--- src/rtl/intsrc_pkg.sv ---
package intsrc_pkg;
  localparam int PRIO_W     = 4;
  localparam int VEC_W      = 8;
  localparam int MASK_POS   = 31;
  localparam int ACT_POS    = 30;
  localparam int POL_POS    = 23;
  localparam int SENSE_POS  = 22;
  localparam int PRIO_LSB   = 16;
  localparam int VEC_LSB    = 0;

  typedef struct packed {
    logic              mask;
    logic              pol;
    logic              sense;
    logic [PRIO_W-1:0] prio;
    logic [VEC_W-1:0]  vec;
  } src_cfg_t;

  typedef enum logic {
    REG_CFG  = 1'b0,
    REG_DEST = 1'b1
  } reg_sel_e;
endpackage

--- src/rtl/intsrc_sync.sv ---
module intsrc_sync #(
  parameter int STAGES = 2
) (
  input  logic clk_i,
  input  logic rst_ni,
  input  logic d_i,
  output logic q_o
);
  logic [STAGES-1:0] chain;

  generate
    if (STAGES == 1) begin : g_one
      always_ff @(posedge clk_i or negedge rst_ni)
        if (!rst_ni) chain <= '0;
        else         chain <= d_i;
    end else begin : g_many
      always_ff @(posedge clk_i or negedge rst_ni)
        if (!rst_ni) chain <= '0;
        else         chain <= {chain[STAGES-2:0], d_i};
    end
  endgenerate

  assign q_o = chain[STAGES-1];
endmodule

--- src/rtl/intsrc_regs.sv ---
module intsrc_regs
  import intsrc_pkg::*;
#(
  parameter int NUM_CPU = 4
) (
  input  logic               clk_i,
  input  logic               rst_ni,
  input  logic               wr_en_i,
  input  logic               addr_i,
  input  logic [31:0]        wdata_i,
  input  logic               active_i,
  output src_cfg_t           cfg_o,
  output logic [NUM_CPU-1:0] dest_o,
  output logic [31:0]        rdata_o
);
  localparam src_cfg_t CFG_RST = '{mask: 1'b1, pol: 1'b0, sense: 1'b0, prio: '0, vec: '0};

  reg_sel_e sel;
  logic     unused_wdata;

  assign sel          = reg_sel_e'(addr_i);
  assign unused_wdata = ^wdata_i;

  always_ff @(posedge clk_i or negedge rst_ni) begin
    if (!rst_ni) begin
      cfg_o  <= CFG_RST;
      dest_o <= '0;
    end else if (wr_en_i) begin
      if (sel == REG_CFG) begin
        cfg_o.mask  <= wdata_i[MASK_POS];
        cfg_o.pol   <= wdata_i[POL_POS];
        cfg_o.sense <= wdata_i[SENSE_POS];
        cfg_o.prio  <= wdata_i[PRIO_LSB +: PRIO_W];
        cfg_o.vec   <= wdata_i[VEC_LSB +: VEC_W];
      end else begin
        dest_o <= wdata_i[NUM_CPU-1:0];
      end
    end
  end

  always_comb begin
    rdata_o = '0;
    if (sel == REG_CFG) begin
      rdata_o[MASK_POS]              = cfg_o.mask;
      rdata_o[ACT_POS]               = active_i;
      rdata_o[POL_POS]               = cfg_o.pol;
      rdata_o[SENSE_POS]             = cfg_o.sense;
      rdata_o[PRIO_LSB +: PRIO_W]    = cfg_o.prio;
      rdata_o[VEC_LSB +: VEC_W]      = cfg_o.vec;
    end else begin
      rdata_o[NUM_CPU-1:0] = dest_o;
    end
  end

  assert_cfg_readback_R2: assert property (@(posedge clk_i) disable iff (!rst_ni)
    (wr_en_i && sel == REG_CFG) |=>
      (cfg_o.mask == $past(wdata_i[MASK_POS]) &&
       cfg_o.prio == $past(wdata_i[PRIO_LSB +: PRIO_W]) &&
       cfg_o.vec  == $past(wdata_i[VEC_LSB +: VEC_W])));

  assert_dest_readback_R3: assert property (@(posedge clk_i) disable iff (!rst_ni)
    (wr_en_i && sel == REG_DEST) |=> dest_o == $past(wdata_i[NUM_CPU-1:0]));

  assert_dest_hold_R3: assert property (@(posedge clk_i) disable iff (!rst_ni)
    !wr_en_i |=> $stable(dest_o));
endmodule

--- src/rtl/intsrc_trigger.sv ---
module intsrc_trigger (
  input  logic clk_i,
  input  logic rst_ni,
  input  logic line_i,
  input  logic sense_i,
  input  logic pol_i,
  input  logic fwd_ok_i,
  input  logic ack_i,
  input  logic done_i,
  output logic pending_o,
  output logic in_service_o,
  output logic req_o
);
  logic line_prev, edge_hit, qual, edge_latch, ack_take;

  assign qual     = pol_i ? line_i : ~line_i;
  // edges come from raw samples so a polarity rewrite makes no false edge
  assign edge_hit = pol_i ? (line_i & ~line_prev) : (~line_i & line_prev);
  assign ack_take = ack_i & req_o;

  always_ff @(posedge clk_i or negedge rst_ni) begin
    if (!rst_ni) begin
      line_prev    <= 1'b0;
      edge_latch   <= 1'b0;
      in_service_o <= 1'b0;
    end else begin
      line_prev <= line_i;
      if (sense_i)       edge_latch <= 1'b0;
      else if (edge_hit) edge_latch <= 1'b1;
      else if (ack_take) edge_latch <= 1'b0;
      if (ack_take)    in_service_o <= 1'b1;
      else if (done_i) in_service_o <= 1'b0;
    end
  end

  assign pending_o = sense_i ? qual : edge_latch;
  assign req_o     = pending_o & ~in_service_o & fwd_ok_i;

  assert_ack_clears_edge_R6: assert property (@(posedge clk_i) disable iff (!rst_ni)
    (ack_take && !sense_i && !edge_hit) |=> !edge_latch);

  assert_ack_in_service_R11: assert property (@(posedge clk_i) disable iff (!rst_ni)
    ack_take |=> (in_service_o && !req_o));

  assert_stray_ack_R11: assert property (@(posedge clk_i) disable iff (!rst_ni)
    (ack_i && !req_o && !in_service_o) |=> !in_service_o);
endmodule

--- src/rtl/intsrc_channel.sv ---
module intsrc_channel
  import intsrc_pkg::*;
#(
  parameter int NUM_CPU     = 4,
  parameter int SYNC_STAGES = 2
) (
  input  logic               clk_i,
  input  logic               rst_ni,
  input  logic               irq_i,
  input  logic               wr_en_i,
  input  logic               addr_i,
  input  logic [31:0]        wdata_i,
  output logic [31:0]        rdata_o,
  input  logic               ack_i,
  input  logic               done_i,
  output logic               req_o,
  output logic [PRIO_W-1:0]  prio_o,
  output logic [VEC_W-1:0]   vec_o,
  output logic [NUM_CPU-1:0] dest_o
);
  src_cfg_t cfg;
  logic     line_sync, pending, in_service, active, fwd_ok;

  intsrc_sync #(.STAGES(SYNC_STAGES)) u_sync (
    .clk_i (clk_i),
    .rst_ni(rst_ni),
    .d_i   (irq_i),
    .q_o   (line_sync)
  );

  intsrc_regs #(.NUM_CPU(NUM_CPU)) u_regs (
    .clk_i   (clk_i),
    .rst_ni  (rst_ni),
    .wr_en_i (wr_en_i),
    .addr_i  (addr_i),
    .wdata_i (wdata_i),
    .active_i(active),
    .cfg_o   (cfg),
    .dest_o  (dest_o),
    .rdata_o (rdata_o)
  );

  assign active = pending | in_service;
  assign fwd_ok = ~cfg.mask & (cfg.prio != '0) & (dest_o != '0);

  intsrc_trigger u_trig (
    .clk_i       (clk_i),
    .rst_ni      (rst_ni),
    .line_i      (line_sync),
    .sense_i     (cfg.sense),
    .pol_i       (cfg.pol),
    .fwd_ok_i    (fwd_ok),
    .ack_i       (ack_i),
    .done_i      (done_i),
    .pending_o   (pending),
    .in_service_o(in_service),
    .req_o       (req_o)
  );

  assign prio_o = cfg.prio;
  assign vec_o  = cfg.vec;

  assert_mask_blocks_R8: assert property (@(posedge clk_i) disable iff (!rst_ni)
    cfg.mask |-> !req_o);

  assert_prio_zero_R9: assert property (@(posedge clk_i) disable iff (!rst_ni)
    (cfg.prio == '0) |-> !req_o);

  assert_dest_zero_R10: assert property (@(posedge clk_i) disable iff (!rst_ni)
    (dest_o == '0) |-> !req_o);

  assert_req_active_R4: assert property (@(posedge clk_i) disable iff (!rst_ni)
    req_o |-> rdata_o[ACT_POS] || addr_i);
endmodule

--- config.mk ---
export PLATFORM = sky130hd
export DESIGN_NAME = intsrc_channel
export DESIGN_NICKNAME = d
export VERILOG_FILES = /design/src/rtl/intsrc_pkg.sv /design/src/rtl/intsrc_sync.sv /design/src/rtl/intsrc_regs.sv /design/src/rtl/intsrc_trigger.sv /design/src/rtl/intsrc_channel.sv
export SDC_FILE = /design/constraint.sdc
export NUM_CORES = 1
export LEC_CHECK = 0
export BUFFER_PORTS_ARGS = -buffer_cell sky130_fd_sc_hd__buf_2
export CAP_MARGIN = 15
export CORE_UTILIZATION = 40
export DETAILED_ROUTE_END_ITERATION = 10
export GPL_TIMING_DRIVEN = 0
export PLACE_DENSITY = 0.87
export SETUP_SLACK_MARGIN = 0.5
export SYNTH_ARGS = -nofsm -noshare
export SYNTH_HDL_FRONTEND = slang
export SYNTH_SLANG_ARGS = --single-unit
--- constraint.sdc ---
create_clock -name clk_i -period 2.2 [get_ports clk_i]
set_clock_uncertainty 0.15 [all_clocks]
set_input_delay 0.22 -clock clk_i [delete_from_list [all_inputs] [get_ports clk_i]]
set_output_delay 0.22 -clock clk_i [all_outputs]
set_load 0.005 [all_outputs]
==> flow_metrics.env <==
export IMPL_num_vias=1045
export IMPL_ant_nets=0
export IMPL_fp_dieW_um=60.1
export IMPL_yosysSeqAreaShare=0.446
export IMPL_hold_viol_final=0
export IMPL_synth_cells=108
export IMPL_powerDensity_nw_per_um2=638
export IMPL_drt_iter0_markers=36
export IMPL_setup_worst_path_start="u_regs.cfg_o[11]$_DFFE_PN0P_"
export IMPL_min_period_ns=1.78
export IMPL_antenna_found_initial=0
export IMPL_grtUsageTotal=0.170
export IMPL_area_growth_pct=50.7
export IMPL_fin_total_pwr_mw=1.30
export IMPL_relSlewSlack=0.648
export IMPL_place_gp_congestion=0.703
export IMPL_setup_viol=0
export IMPL_p_leak_nw=1.05
export IMPL_rsz0062_at_grt="true"
export IMPL_drt_total_wl_mm=2.95
export IMPL_yosys_warnings=0
export IMPL_tritoncts="done"
export IMPL_maxCapViolations=0
export IMPL_clkLatencyLatePin_ns=0.31
export IMPL_clk_pin_slew_ns=0.14
export IMPL_async_flop_share=1.00
export IMPL_port_buffers=53
export IMPL_syn_area_sq_um=1350
export IMPL_synth_edf_count=0
export IMPL_initial_core_util=0.431
export IMPL_yosys_cell_types_count=25
export IMPL_cts_sinks=24
export IMPL_io_pins=88
export IMPL_clockRootBuffer="clkbuf_4"
export IMPL_vdd_drop_max_mv=0.407
export IMPL_rows=20
export IMPL_fin_setup_tns_ns=0
export IMPL_synth_common_cells="buf_4, dfrtp_1, mux2_2"
export IMPL_post_dp_hpwl_mm=1.99
export IMPL_grt_pass1_vias=987
export IMPL_ys_ff_latch=24
export IMPL_status="complete, no violations"
export IMPL_hold_class="input pin to flop"
export IMPL_final_nets=244
export IMPL_wl_per_cell_um=11.9
export IMPL_core_area_sq_um=3130
export IMPL_worstPathRequired_ns=1.83
export IMPL_htree_num_levels=1
export IMPL_r2r_start="u_regs.dest_o[2]$_DFFE_PN0P_"
export IMPL_whs_ns=0.0712
export IMPL_drc=0
export IMPL_fp_dieArea_sq_um=3610
export IMPL_min_from="ack_i"
export IMPL_timing_final_crit_share=0.808
export IMPL_drv_slew=0
export IMPL_post_drt_via_cell_ratio=4.21
export IMPL_dr_pass1_iters=4
export IMPL_synth_most_common_cell="buf_4"
export IMPL_synth_top_area_share=0.427
export IMPL_synth_top_area_cell="dfrtp_1"
export IMPL_die_height_um=60.1
export IMPL_cts_buffer_depth=2
export IMPL_grt_first_pass_wirelength_mm=4.37
export IMPL_cp_end_kind="primary output"
export IMPL_layout_drive_gt1_share=0.618
export IMPL_max_freq_mhz=562
export IMPL_arrival_ns=1.41
export IMPL_netlist_top_cells_area="dfrtp_1, buf_4, mux2_4"
export IMPL_diodes=0
export IMPL_startpoint_type="flop"
export IMPL_worstSetupPathType="flop to primary output"
export IMPL_cts_buffers_inserted=3
export IMPL_grt_ovfl_total=0
export IMPL_synthFlopType="dfrtp_1"
export IMPL_avgSynthCellArea_sq_um=12.5
export IMPL_tightestPinTransition_ns=0.529
export IMPL_grt_max_degree=25
export IMPL_worst_path_max_fanout=2
[report_power, final]
part | switching (mW) | leakage, nW | total [mW] | internal (mW)
registers | 0.0605 | 0.282 | 0.565 | 0.504
logic | 0.141 | 0.737 | 0.415 | 0.274
clock network | 0.133 | 0.0279 | 0.317 | 0.184
[stage by stage]
stage / utilization / cell area, sq um / setup WS (ns) / std cells
6_report: 0.650 / 2030 / 0.422 / 248
5_1_grt: 0.650 / 2030 / 0.333 / 248
4_1_cts: 0.638 / 1990 / 0.386 / 246
3_5_place_dp: 0.552 / 1730 / 0.660 / 220
3_3_place_gp: 0.552 / 1730 / 0.667 / 220
2_1_floorplan: - / 1410 / 0.913 / 123
[critical path: stages, from the launching register on]
cell     delay (ns)
dfrtp_1        0.44
nor4_4         0.31
or3_4          0.18
nor3_2         0.03
buf_2          0.14
[kinds of logic (layout without fill, tap and decap cells)]
group	Yosys count	count (layout)	share of synthesized area
compound gates	5	5	0.0278
xor+xnor	1	1	0.00649
buf+inv	33	114	0.193
flops	24	24	0.446
mux	24	24	0.227
other cells	1	16	0.00278
simple gates	20	20	0.0965
[cell usage in the layout, fill, tap and decap left out, types with 2 or more instances in the layout]
master	n
nand2_1	2
buf_6	2
buf_2	53
mux2_2	13
dlygate4sd3_1	18
conb_1	16
o41ai_1	2
mux2_4	10
buf_4	34
nor2b_1	9
dfrtp_1	22
and2b_2	2
clkbuf_4	3
[final timing paths]
check                                             endpoint  slack [ns]  cells after the start
setup / recovery                                     req_o        0.42                      4
hold / removal             u_trig.in_service_o$_DFFE_PN0P_        0.07                      3
setup reg to reg             u_trig.edge_latch$_DFFE_PN0P_        0.73                      3
hold reg to reg                  u_sync.chain[1]$_DFF_PN0_        0.22                      0
max in group asynchronous     u_regs.cfg_o[10]$_DFFE_PN0P_        1.27                      2
min in group asynchronous        u_sync.chain[0]$_DFF_PN0_        0.25                      2
[sequential cells by signal, indices dropped and copies added, names as in the netlist]
name                 count
u_regs.cfg_o            15
u_regs.dest_o            4
u_sync.chain             2
u_trig.edge_latch        1
u_trig.in_service_o      1
u_trig.line_prev         1
[cell type report]
class | instances | area, sq um
buffer | 32 | 256
clock buffer | 3 | 22.5
clock inverter | 1 | 30.0
fill | 227 | 1090
inverter | 1 | 3.75
multi-input combinational | 66 | 572
sequential | 24 | 603
tap | 44 | 55.1
timing repair buffer | 77 | 490
[routing by layer]
metal  GRT usage  part of all wire
met1       0.187              0.43
met2       0.322              0.50
met4      0.0598            0.0061
met3      0.0303             0.059
met5           0                 0
[what timing repair did]
item	in CTS	in global routing
endpoints found under the setup margin	2	2
gates resized for setup	1	5
buffers inserted	4	2
pin swaps	2	2
hold buffers	18	0
endpoints found under the hold margin	42	0
Note: power is estimated with default switching activity, not from simulation.
